## src/rtl/door_scan_pkg.sv

```systemverilog
package door_scan_pkg;
  // Strobes from scan control to the lamp datapath
  typedef struct packed {
    logic clearOut;   // force all lamps dark
    logic loadOut;    // capture demultiplexed lamp word
  } scanStrobe_t;
endpackage

```

## src/rtl/door_scan_ctrl.sv

```systemverilog
module door_scan_ctrl
  import door_scan_pkg::*;
#(
  parameter int NUM_DOORS = 8
) (
  input  logic                         clk,
  input  logic                         rst,
  input  logic                         scanTick,
  output logic [$clog2(NUM_DOORS)-1:0] slot,
  output scanStrobe_t                  strobe
);
  localparam int SEL_W = $clog2(NUM_DOORS);
  localparam logic [SEL_W-1:0] LAST_SLOT = SEL_W'(NUM_DOORS - 1);

  always_ff @(posedge clk) begin
    if (rst) begin
      slot <= '0;
    end else if (scanTick) begin
      if (slot == LAST_SLOT) slot <= '0;
      else                   slot <= slot + 1'b1;
    end
  end

  always_comb begin
    strobe.clearOut = rst;
    strobe.loadOut  = ~rst;
  end

  AST_SLOT_HOLD: assert property (@(posedge clk) disable iff (rst)
    !scanTick |=> $stable(slot));
  AST_SLOT_WRAP: assert property (@(posedge clk) disable iff (rst)
    (scanTick && slot == LAST_SLOT) |=> (slot == '0));
  AST_SLOT_RANGE: assert property (@(posedge clk) disable iff (rst)
    slot <= LAST_SLOT);
endmodule

```

## src/rtl/door_scan_path.sv

```systemverilog
module door_scan_path
  import door_scan_pkg::*;
#(
  parameter int NUM_DOORS = 8
) (
  input  logic                         clk,
  input  logic [NUM_DOORS-1:0]         doorClosed,
  input  logic [$clog2(NUM_DOORS)-1:0] slot,
  input  scanStrobe_t                  strobe,
  output logic                         serialBit,
  output logic [NUM_DOORS-1:0]         ledN
);
  localparam int SEL_W = $clog2(NUM_DOORS);

  logic [NUM_DOORS-1:0] ledNext;

  // Sensor-side multiplexer onto the single serial line
  assign serialBit = doorClosed[slot];

  // Guard-side demultiplexer: unselected lamps stay HIGH (dark)
  for (genvar g = 0; g < NUM_DOORS; g++) begin : g_demux
    assign ledNext[g] = (slot == SEL_W'(g)) ? serialBit : 1'b1;
  end

  always_ff @(posedge clk) begin
    if (strobe.clearOut)     ledN <= '1;
    else if (strobe.loadOut) ledN <= ledNext;
  end

  AST_ONE_LIT: assert property (@(posedge clk) disable iff (strobe.clearOut)
    $countones(~ledN) <= 1);
  AST_LED_FOLLOWS: assert property (@(posedge clk) disable iff (strobe.clearOut)
    1'b1 |=> (ledN[$past(slot)] == $past(serialBit)));
  AST_ALL_CLOSED_DARK: assert property (@(posedge clk) disable iff (strobe.clearOut)
    (doorClosed == '1) |=> (ledN == '1));
endmodule

```

## src/rtl/door_scan_monitor.sv

```systemverilog
module door_scan_monitor
  import door_scan_pkg::*;
#(
  parameter int NUM_DOORS = 8
) (
  input  logic                         clk,
  input  logic                         rst,
  input  logic                         scanTick,
  input  logic [NUM_DOORS-1:0]         doorClosed,
  output logic [NUM_DOORS-1:0]         ledN,
  output logic [$clog2(NUM_DOORS)-1:0] scanSel,
  output logic                         serialBit
);
  scanStrobe_t strobe;

  door_scan_ctrl #(.NUM_DOORS(NUM_DOORS)) u_ctrl (
    .clk      (clk),
    .rst      (rst),
    .scanTick (scanTick),
    .slot     (scanSel),
    .strobe   (strobe)
  );

  door_scan_path #(.NUM_DOORS(NUM_DOORS)) u_path (
    .clk        (clk),
    .doorClosed (doorClosed),
    .slot       (scanSel),
    .strobe     (strobe),
    .serialBit  (serialBit),
    .ledN       (ledN)
  );
endmodule

```

## config.mk

```make
export PLATFORM = sky130hd
export DESIGN_NAME = door_scan_monitor
export DESIGN_NICKNAME = d
export VERILOG_FILES = /design/src/rtl/door_scan_pkg.sv /design/src/rtl/door_scan_ctrl.sv /design/src/rtl/door_scan_path.sv /design/src/rtl/door_scan_monitor.sv
export SDC_FILE = /design/constraint.sdc
export NUM_CORES = 1
export LEC_CHECK = 0
export BUFFER_PORTS_ARGS = -buffer_cell sky130_fd_sc_hd__buf_2
export CORE_MARGIN = 8
export CORE_UTILIZATION = 39
export CTS_CLUSTER_DIAMETER = 80
export DETAILED_ROUTE_END_ITERATION = 8
export PLACE_DENSITY = 0.7
export SYNTH_ARGS = -nofsm -noshare
export SYNTH_HDL_FRONTEND = slang
export SYNTH_SLANG_ARGS = --single-unit
```

## constraint.sdc

```tcl
create_clock -name clk -period 1.4 [get_ports clk]
set_clock_uncertainty 0.1 [all_clocks]
set_input_delay 0.14 -clock clk [delete_from_list [all_inputs] [get_ports clk]]
set_output_delay 0.14 -clock clk [all_outputs]
set_load 0.02 [all_outputs]
```

# After elaboration in Yosys (flattened, before gate mapping)
# Cells that the tools add are included.
totals:
  register_bits: 11
  in_bits: 11
  output_inout_bits: 12
  word_cells: 38
op_classes:
  n_addsub: 1
  order_cmp: 1
  n_eq_ne: 7
  mux: 3
  bitwise_logic: 8
  reduce_logical: 9
ops:
  columns: ["cell", "count"]
  rows:
  - ["$reduce_or A2 Y1", 8]
  - ["$eq A3 B3 Y1 const B", 4]
  - ["$not A1 Y1", 8]
  - ["$eq A3 B2 Y1 const B", 2]
  - ["$lt A3 B4 Y1 const B", 1]
  - ["$add A3 B1 Y3 const B", 1]
  - ["$bmux W1 S3", 1]
  - ["$eq A3 B1 Y1 const B", 1]
  - ["$logic_not A3 Y1", 1]
  - ["$mux W3", 1]
  - ["$mux W1", 1]

# Longest topological paths before layout
# Gate-level depths: netlist of the first run.
logic_depth:
  word_depth: 3
  ltp_mapped: 5
  depth_no_buf: 5

# By module
# A second synthesis of the first run with hierarchy kept.
unflattened:
  cells_unflattened: 54
  area_unflattened_um2: 559.3
by_module_without_submodules:
  columns: ["module", "instances", "cells_per_inst", "area_each_um2", "seq_area_each_um2"]
  rows:
  - ["door_scan_path", 1, 39, 406.6, 160.2]
  - ["door_scan_ctrl", 1, 15, 152.6, 60.1]

# Least setup slack after synthesis of the first run
# OpenSTA, ideal clock, no wires.
synth_path:
  path_type: "reg2out"
  startpoint: "register u_ctrl.slot[0]"
  endpoint: "output port serialBit"
  arrival_time_ns: 1.376
  t_required_ns: 1.160
  path_slack_ns: -0.216
  stages_incl_launch_ff: 5
  n_path_buf: 1
  path_cell_list: "dfxtp_1 -> buf_6 -> mux2i_1 -> mux4_2 -> inv_1"
synth_via:
  elab_chain_len: 2
synth_lines:
  columns: ["item", "line_no", "text"]
  rows:
  - ["start: declaration", "door_scan_ctrl.sv:9", "output logic [$clog2(NUM_DOORS)-1:0] slot,"]
  - ["start signal: assignment", "door_scan_ctrl.sv:20", "else slot <= slot + 1'b1;"]
  - ["$bmux W1 S3", "door_scan_path.sv:18", "assign serialBit = doorClosed[slot];"]
  - ["$mux W1 (not written as such)", "door_scan_path.sv:18", null]
  - ["end: declaration", "door_scan_monitor.sv:12", "output logic serialBit"]
# No other way between the ends. The select of a mux whose other input is x is not followed.

# Final worst setup path of the first run
# Same ends and word-level chain as after synthesis.

==> impl_metrics.env, run 1 <==
export IMPL_synthSimpleGateAreaFrac_pct=13.7
export IMPL_post_drt_via_cell_ratio=4.88
export IMPL_synth_cell_types=11
export IMPL_crit_chain="mux2i_1, mux4_2, inv_2, buf_6"
export IMPL_drtPass1Iterations=3
export IMPL_grt_usage_pct=8.91
export IMPL_place_congestion=0.790
export IMPL_setup_violations=6
export IMPL_path_depth=4
export IMPL_die_y_microns=52.8
export IMPL_overflow=0
export IMPL_cp_start_kind="flip-flop"
export IMPL_path_clk_slew_ns=0.07
export IMPL_synth_edf_count=0
export IMPL_drcViolationCount=0
export IMPL_cp_required_ns=1.16
export IMPL_power_density_mw_per_mm2=955
export IMPL_min_period_over_period_pct=119
export IMPL_grt_pass1_vias=423
export IMPL_maxSlewViolCount=0
export IMPL_fin_total_pwr_uw=746
export IMPL_ys_flop_type="dfxtp_1"
export IMPL_critical_path_arrival_ns=1.42
export IMPL_routed_wirelength_microns=1170
export IMPL_fin_setup_tns_ns=-0.769
export IMPL_synth_most_common_cell="dfxtp_1"
export IMPL_antennaDiodeCount=0
export IMPL_rsz0062_at_grt="true"
export IMPL_hold_depth=2
export IMPL_ant_nets=0
export IMPL_p_leak_uw=0.000341
export IMPL_ys_warn_count=0
export IMPL_critPathMaxFanout=6
export IMPL_cp_top_family="multiplexers"
export IMPL_synth_seq_cells=11
export IMPL_fmax_ghz=0.602
export IMPL_syn_nets=63
export IMPL_syn_avg_cell_area_sq_um=11.5
export IMPL_ios=23
export IMPL_dieArea_sq_mm=0.00279
export IMPL_outcome="finished, violations left"
export IMPL_synth_top_family_by_area="multiplexers"
export IMPL_synth_compound_gate_area_share_pct=1.42
export IMPL_hold_viol=0
export IMPL_cts_sinks=11
export IMPL_min_path_type="input port to flip-flop"
export IMPL_cts_htree_levels=1
export IMPL_tightest_slew_ns=0.201
export IMPL_synth_xor_area_share_pct=0
export IMPL_fp_coreArea_sq_mm=0.00128
export IMPL_netlist_area_sq_um=529
export IMPL_area_growth_pct=47.5
export IMPL_synth_area_leaders="dfxtp_1 (42%), ha_1 (14%), mux4_2 (13%)"
export IMPL_clock_root_buffer="clkbuf_4"
export IMPL_worst_path_buf_inv=2
export IMPL_ir_drop_mv=0.415
export IMPL_rows=13
export IMPL_min_period_ns=1.66
export IMPL_dpl_cell_area_sq_um=681
export IMPL_slowest_delay_ns=0.49
export IMPL_die_w_microns=52.8
export IMPL_synthAdderAreaFrac_pct=14.2
export IMPL_cts_buffers=3
export IMPL_yosysSeqAreaShare_pct=41.6
export IMPL_final_setup_worst_slack_ns=-0.262
export IMPL_reg2reg_depth=4
export IMPL_holdWs_ns=0.0433
export IMPL_drv_cap=0
export IMPL_clkLatencyLatePin_ns=0.26
export IMPL_drtIter0Drc=3
export IMPL_drive_gt1_share_pct=58.4
export IMPL_synth_top_area_cell="dfxtp_1"
export IMPL_utilization_pct=60.8
export IMPL_port_buffers=22
export IMPL_nets=95
export IMPL_synth_area_mux_share_pct=24.1
export IMPL_grt_first_pass_wirelength_microns=1850
export IMPL_async_flop_share_pct=0
export IMPL_clockBufferDepth=2
export IMPL_antenna_found_initial=0
export IMPL_routedWlPerCell_microns=12.8
export IMPL_worst_path_max_delay_cell="mux4_2"
export IMPL_vias=449
export IMPL_start_util_pct=41.2
export IMPL_netlist_area_leader_share_pct=41.6
export IMPL_fin_area_sq_um=781
export IMPL_cp_end_kind="primary output"
export IMPL_ys_top_cells_by_count="dfxtp_1 (11), ha_1 (6), mux2i_1 (6), nand2_1 (6)"
export IMPL_violations="setup timing"
export IMPL_netlist_instances=46
export IMPL_maxSlewHeadroom_pct=86.6
export IMPL_tritoncts="built"
export IMPL_worstSetupPathType="flip-flop to primary output"
export IMPL_grt_max_degree=8
-- worst reg2reg max path, cell delays in order (launching register included) --
cell and delay [ns]:
dfxtp_4 0.40, buf_4 0.15, mux4_2 0.53, nor3_4 0.17, nand2_1 0.08
-- path summary, 6_finish.rpt --
| check | start | endpoint | slack, ns |
|---|---|---|---|
| setup / recovery | u_ctrl.slot[0] | serialBit | -0.26 |
| hold / removal | scanTick | u_ctrl.slot[2] | 0.04 |
| setup reg to reg | u_ctrl.slot[0] | u_path.ledN[0] | -0.13 |
| hold reg to reg | u_ctrl.slot[1] | u_ctrl.slot[1] | 0.48 |
-- repair_timing --
| item | 4_1_cts | 5_1_grt |
|---|---|---|
| gates resized for setup | 4 | 8 |
| hold buffers | 0 | 0 |
| endpoints found under the hold margin | 0 | 0 |
| pin swaps | 0 | 5 |
| buffers inserted | 2 | 0 |
| setup endpoints to repair | 7 | 12 |
-- through the flow --
stage / cells / setup WS [ns]
after global routing: 92 / -0.324
after global placement: 86 / -0.0143
after detailed placement: 86 / -0.0481
final: 92 / -0.262
after floorplan: 46 / -0.0642
after CTS: 92 / -0.281
-- report_power, final --
group,internal [uW],switching [uW]
Combinational,100,96.5
Clock,106,104
Sequential,326,13.3
Total,532,214
-- registers in the layout (all words and copies together) (netlist names) --
register	flops
u_path.ledN	8
u_ctrl.slot	3
-- metal layers --
layer  global-route usage [%]  vias to the layer above  routed length [microns]
met4                     5.17                        0                       10
met3                     4.55                        2                      112
met2                     12.7                       21                      570
met1                     10.4                      206                      481
met5                        0                        -                        0
li1                         -                      220                        -
-- kinds of logic (layout without fill, tap and decap cells) --
| family | count (synthesis) | count (layout) |
|---|---|---|
| simple gates | 14 | 14 |
| flops | 11 | 11 |
| mux | 9 | 9 |
| fa+ha+maj | 6 | 6 |
| buf+inv | 5 | 36 |
| compound gates | 1 | 1 |
-- placed cells by master (no fill, tap or decap), types with 2 or more instances in the layout --
| cell type | count |
|---|---|
| mux2i_1 | 6 |
| nor2_1 | 3 |
| ha_4 | 2 |
| buf_4 | 7 |
| nand3b_1 | 2 |
| inv_1 | 3 |
| dfxtp_1 | 9 |
| clkbuf_4 | 3 |
| nand2_1 | 6 |
| buf_2 | 20 |
| ha_1 | 3 |
| mux4_2 | 3 |
| nor3_4 | 2 |
-- cell type report --
cell class,instances,area (sq um)
clock buffers,3,22.5
clock inverters,1,5.00
fillers,104,504
inverters,4,15.0
multi-input cells,30,330
flip-flops and latches,11,225
well taps,15,18.8
repair buffers,28,164
Power figures use the tool's default switching activity.
==> inputs of run 2 (changes only) <==
--- a/config.mk
+++ b/config.mk
@@ -11,6 +11,7 @@
 export CTS_CLUSTER_DIAMETER = 80
 export DETAILED_ROUTE_END_ITERATION = 8
 export PLACE_DENSITY = 0.7
+export REMOVE_ABC_BUFFERS = 1
 export SYNTH_ARGS = -nofsm -noshare
 export SYNTH_HDL_FRONTEND = slang
 export SYNTH_SLANG_ARGS = --single-unit
==> run 2 against run 1 <==
The flow still finishes with violations (setup timing); non-clock buffer count increased by 2; register-to-register slack worse by 0.06 ns; flip-flop and latch count unchanged; sequential share of layout area decreased by 0.23 points; core utilization decreased by 0.19 points; critical path depth is 1 higher; die area is the same; first-iteration DRC count up 130%; combinational power rose by 8%; design area is 0.32% lower; global-route usage up 0.40 points; via count rose by 0.67%.
==> impl_metrics.env, run 2 (synthesis gave the netlist of run 1 again) <==
export IMPL_cp_top_family="multiplexers"
export IMPL_start_util_pct=41.2
export IMPL_vias=452
export IMPL_cts_sinks=11
export IMPL_place_congestion=0.760
export IMPL_largest_reg_flops=8
export IMPL_fin_area_sq_um=778
export IMPL_antennaDiodeCount=0
export IMPL_fillCellCount=116
export IMPL_path_clk_slew_ns=0.07
export IMPL_fmax_ghz=0.568
export IMPL_die_y_microns=52.8
export IMPL_grt_first_pass_wirelength_microns=1940
export IMPL_outcome="finished, violations left"
export IMPL_overflow=0
export IMPL_worst_path_max_delay_cell="mux4_2"
export IMPL_grt_pass1_vias=462
export IMPL_cp_end_kind="primary output"
export IMPL_min_path_type="input port to flip-flop"
export IMPL_top_regs="u_path.ledN x8, u_ctrl.slot x3"
export IMPL_busiest_layer="met2"
export IMPL_violations="setup timing"
export IMPL_area_growth_pct=47.0
export IMPL_fp_coreArea_sq_mm=0.00128
export IMPL_min_period_over_period_pct=126
export IMPL_grt_max_degree=8
export IMPL_met3_usage_pct=1.42
export IMPL_clockBufferDepth=2
export IMPL_dieArea_sq_mm=0.00279
export IMPL_drcViolationCount=0
export IMPL_drv_cap=0
export IMPL_maxSlewViolCount=0
export IMPL_drtIter0Drc=7
export IMPL_cp_required_ns=1.16
export IMPL_maxSlewHeadroom_pct=87.5
export IMPL_power_density_mw_per_mm2=977
export IMPL_dpl_cell_area_sq_um=704
export IMPL_cp_start_kind="flip-flop"
export IMPL_clock_root_buffer="clkbuf_4"
export IMPL_met2_usage_pct=12.7
export IMPL_crit_chain="buf_12, mux2i_1, mux4_2, inv_2, buf_6"
export IMPL_cts_hold_buffers=0
export IMPL_nets=97
export IMPL_final_cell_mix="buf_2 (21), dfxtp_1 (9), mux2i_1 (6), nand2_1 (6), buf_4 (6)"
export IMPL_cts_htree_levels=1
export IMPL_ios=23
export IMPL_routed_wirelength_microns=1180
export IMPL_tritoncts="built"
export IMPL_clkLatencyLatePin_ns=0.27
export IMPL_multi_input_area_sq_um=303
export IMPL_grt_usage_pct=9.31
export IMPL_gr_usage_met1_pct=11.8
export IMPL_worst_path_buf_inv=3
export IMPL_seqCellArea_sq_um=223
export IMPL_critPathMaxFanout=6
export IMPL_ant_nets=0
export IMPL_routedWlPerCell_microns=12.5
export IMPL_slowest_delay_ns=0.49
export IMPL_critical_path_arrival_ns=1.52
export IMPL_largest_register="u_path.ledN"
export IMPL_post_drt_via_cell_ratio=4.81
export IMPL_ir_drop_mv=0.407
export IMPL_rows=13
export IMPL_hold_viol=0
export IMPL_rsz0062_at_grt="true"
export IMPL_final_setup_worst_slack_ns=-0.360
export IMPL_drive_gt1_share_pct=54.4
export IMPL_cts_buffers=3
export IMPL_min_period_ns=1.76
export IMPL_tightest_slew_ns=0.187
export IMPL_die_w_microns=52.8
export IMPL_final_common_cell="buf_2"
export IMPL_setup_violations=9
export IMPL_drtPass1Iterations=4
export IMPL_p_leak_uw=0.000353
export IMPL_antenna_found_initial=0
export IMPL_worstSetupPathType="flip-flop to primary output"
export IMPL_holdWs_ns=0.0236
export IMPL_port_buffers=22
[run 2: cell type report]
class / count / share of cell area (%)
multi-input cells: 30 / 38.9
repair buffers: 30 / 24.8
well taps: 15 / 2.41
inverters: 4 / 1.93
flip-flops and latches: 11 / 28.6
clock buffers: 4 / 3.38
[run 2: per-layer routing]
metal	share of wire (%)	wire (microns)
met5	0	0
met4	1.8	21
met3	9.4	111
met2	43	512
met1	45	531
[run 2: through the flow]
step / setup slack (ns) / TNS (ns) / util, % / std cells / total power, uW
after floorplan: -0.322 / -2.87 / - / 45 / 440
after global placement: -0.0905 / -0.614 / 54.8 / 88 / 521
after detailed placement: -0.136 / -0.935 / 54.8 / 88 / 523
after CTS: -0.372 / -2.01 / 59.9 / 94 / 763
after global routing: -0.405 / -2.35 / 60.6 / 94 / 795
final: -0.360 / -1.71 / 60.6 / 94 / 760
[run 2: power breakdown]
group	switching (uW)	total (uW)	internal, uW
sequential	8.85	336	327
combinational	102	212	111
clock	102	212	110
[run 2: worst paths after layout]
path	startpoint	to	slack, ns	depth (start not counted)
max	u_ctrl.slot[0]	serialBit	-0.36	5
min	scanTick	u_ctrl.slot[2]	0.02	2
max reg2reg	u_ctrl.slot[0]	u_path.ledN[6]	-0.19	5
min reg2reg	u_ctrl.slot[2]	u_path.ledN[0]	0.51	3
[run 2: repair_timing]
item | CTS | global route
gates resized for setup | 7 | 3
buffers inserted | 3 | 0
pin swaps | 2 | 1
endpoints found under the setup margin | 9 | 12
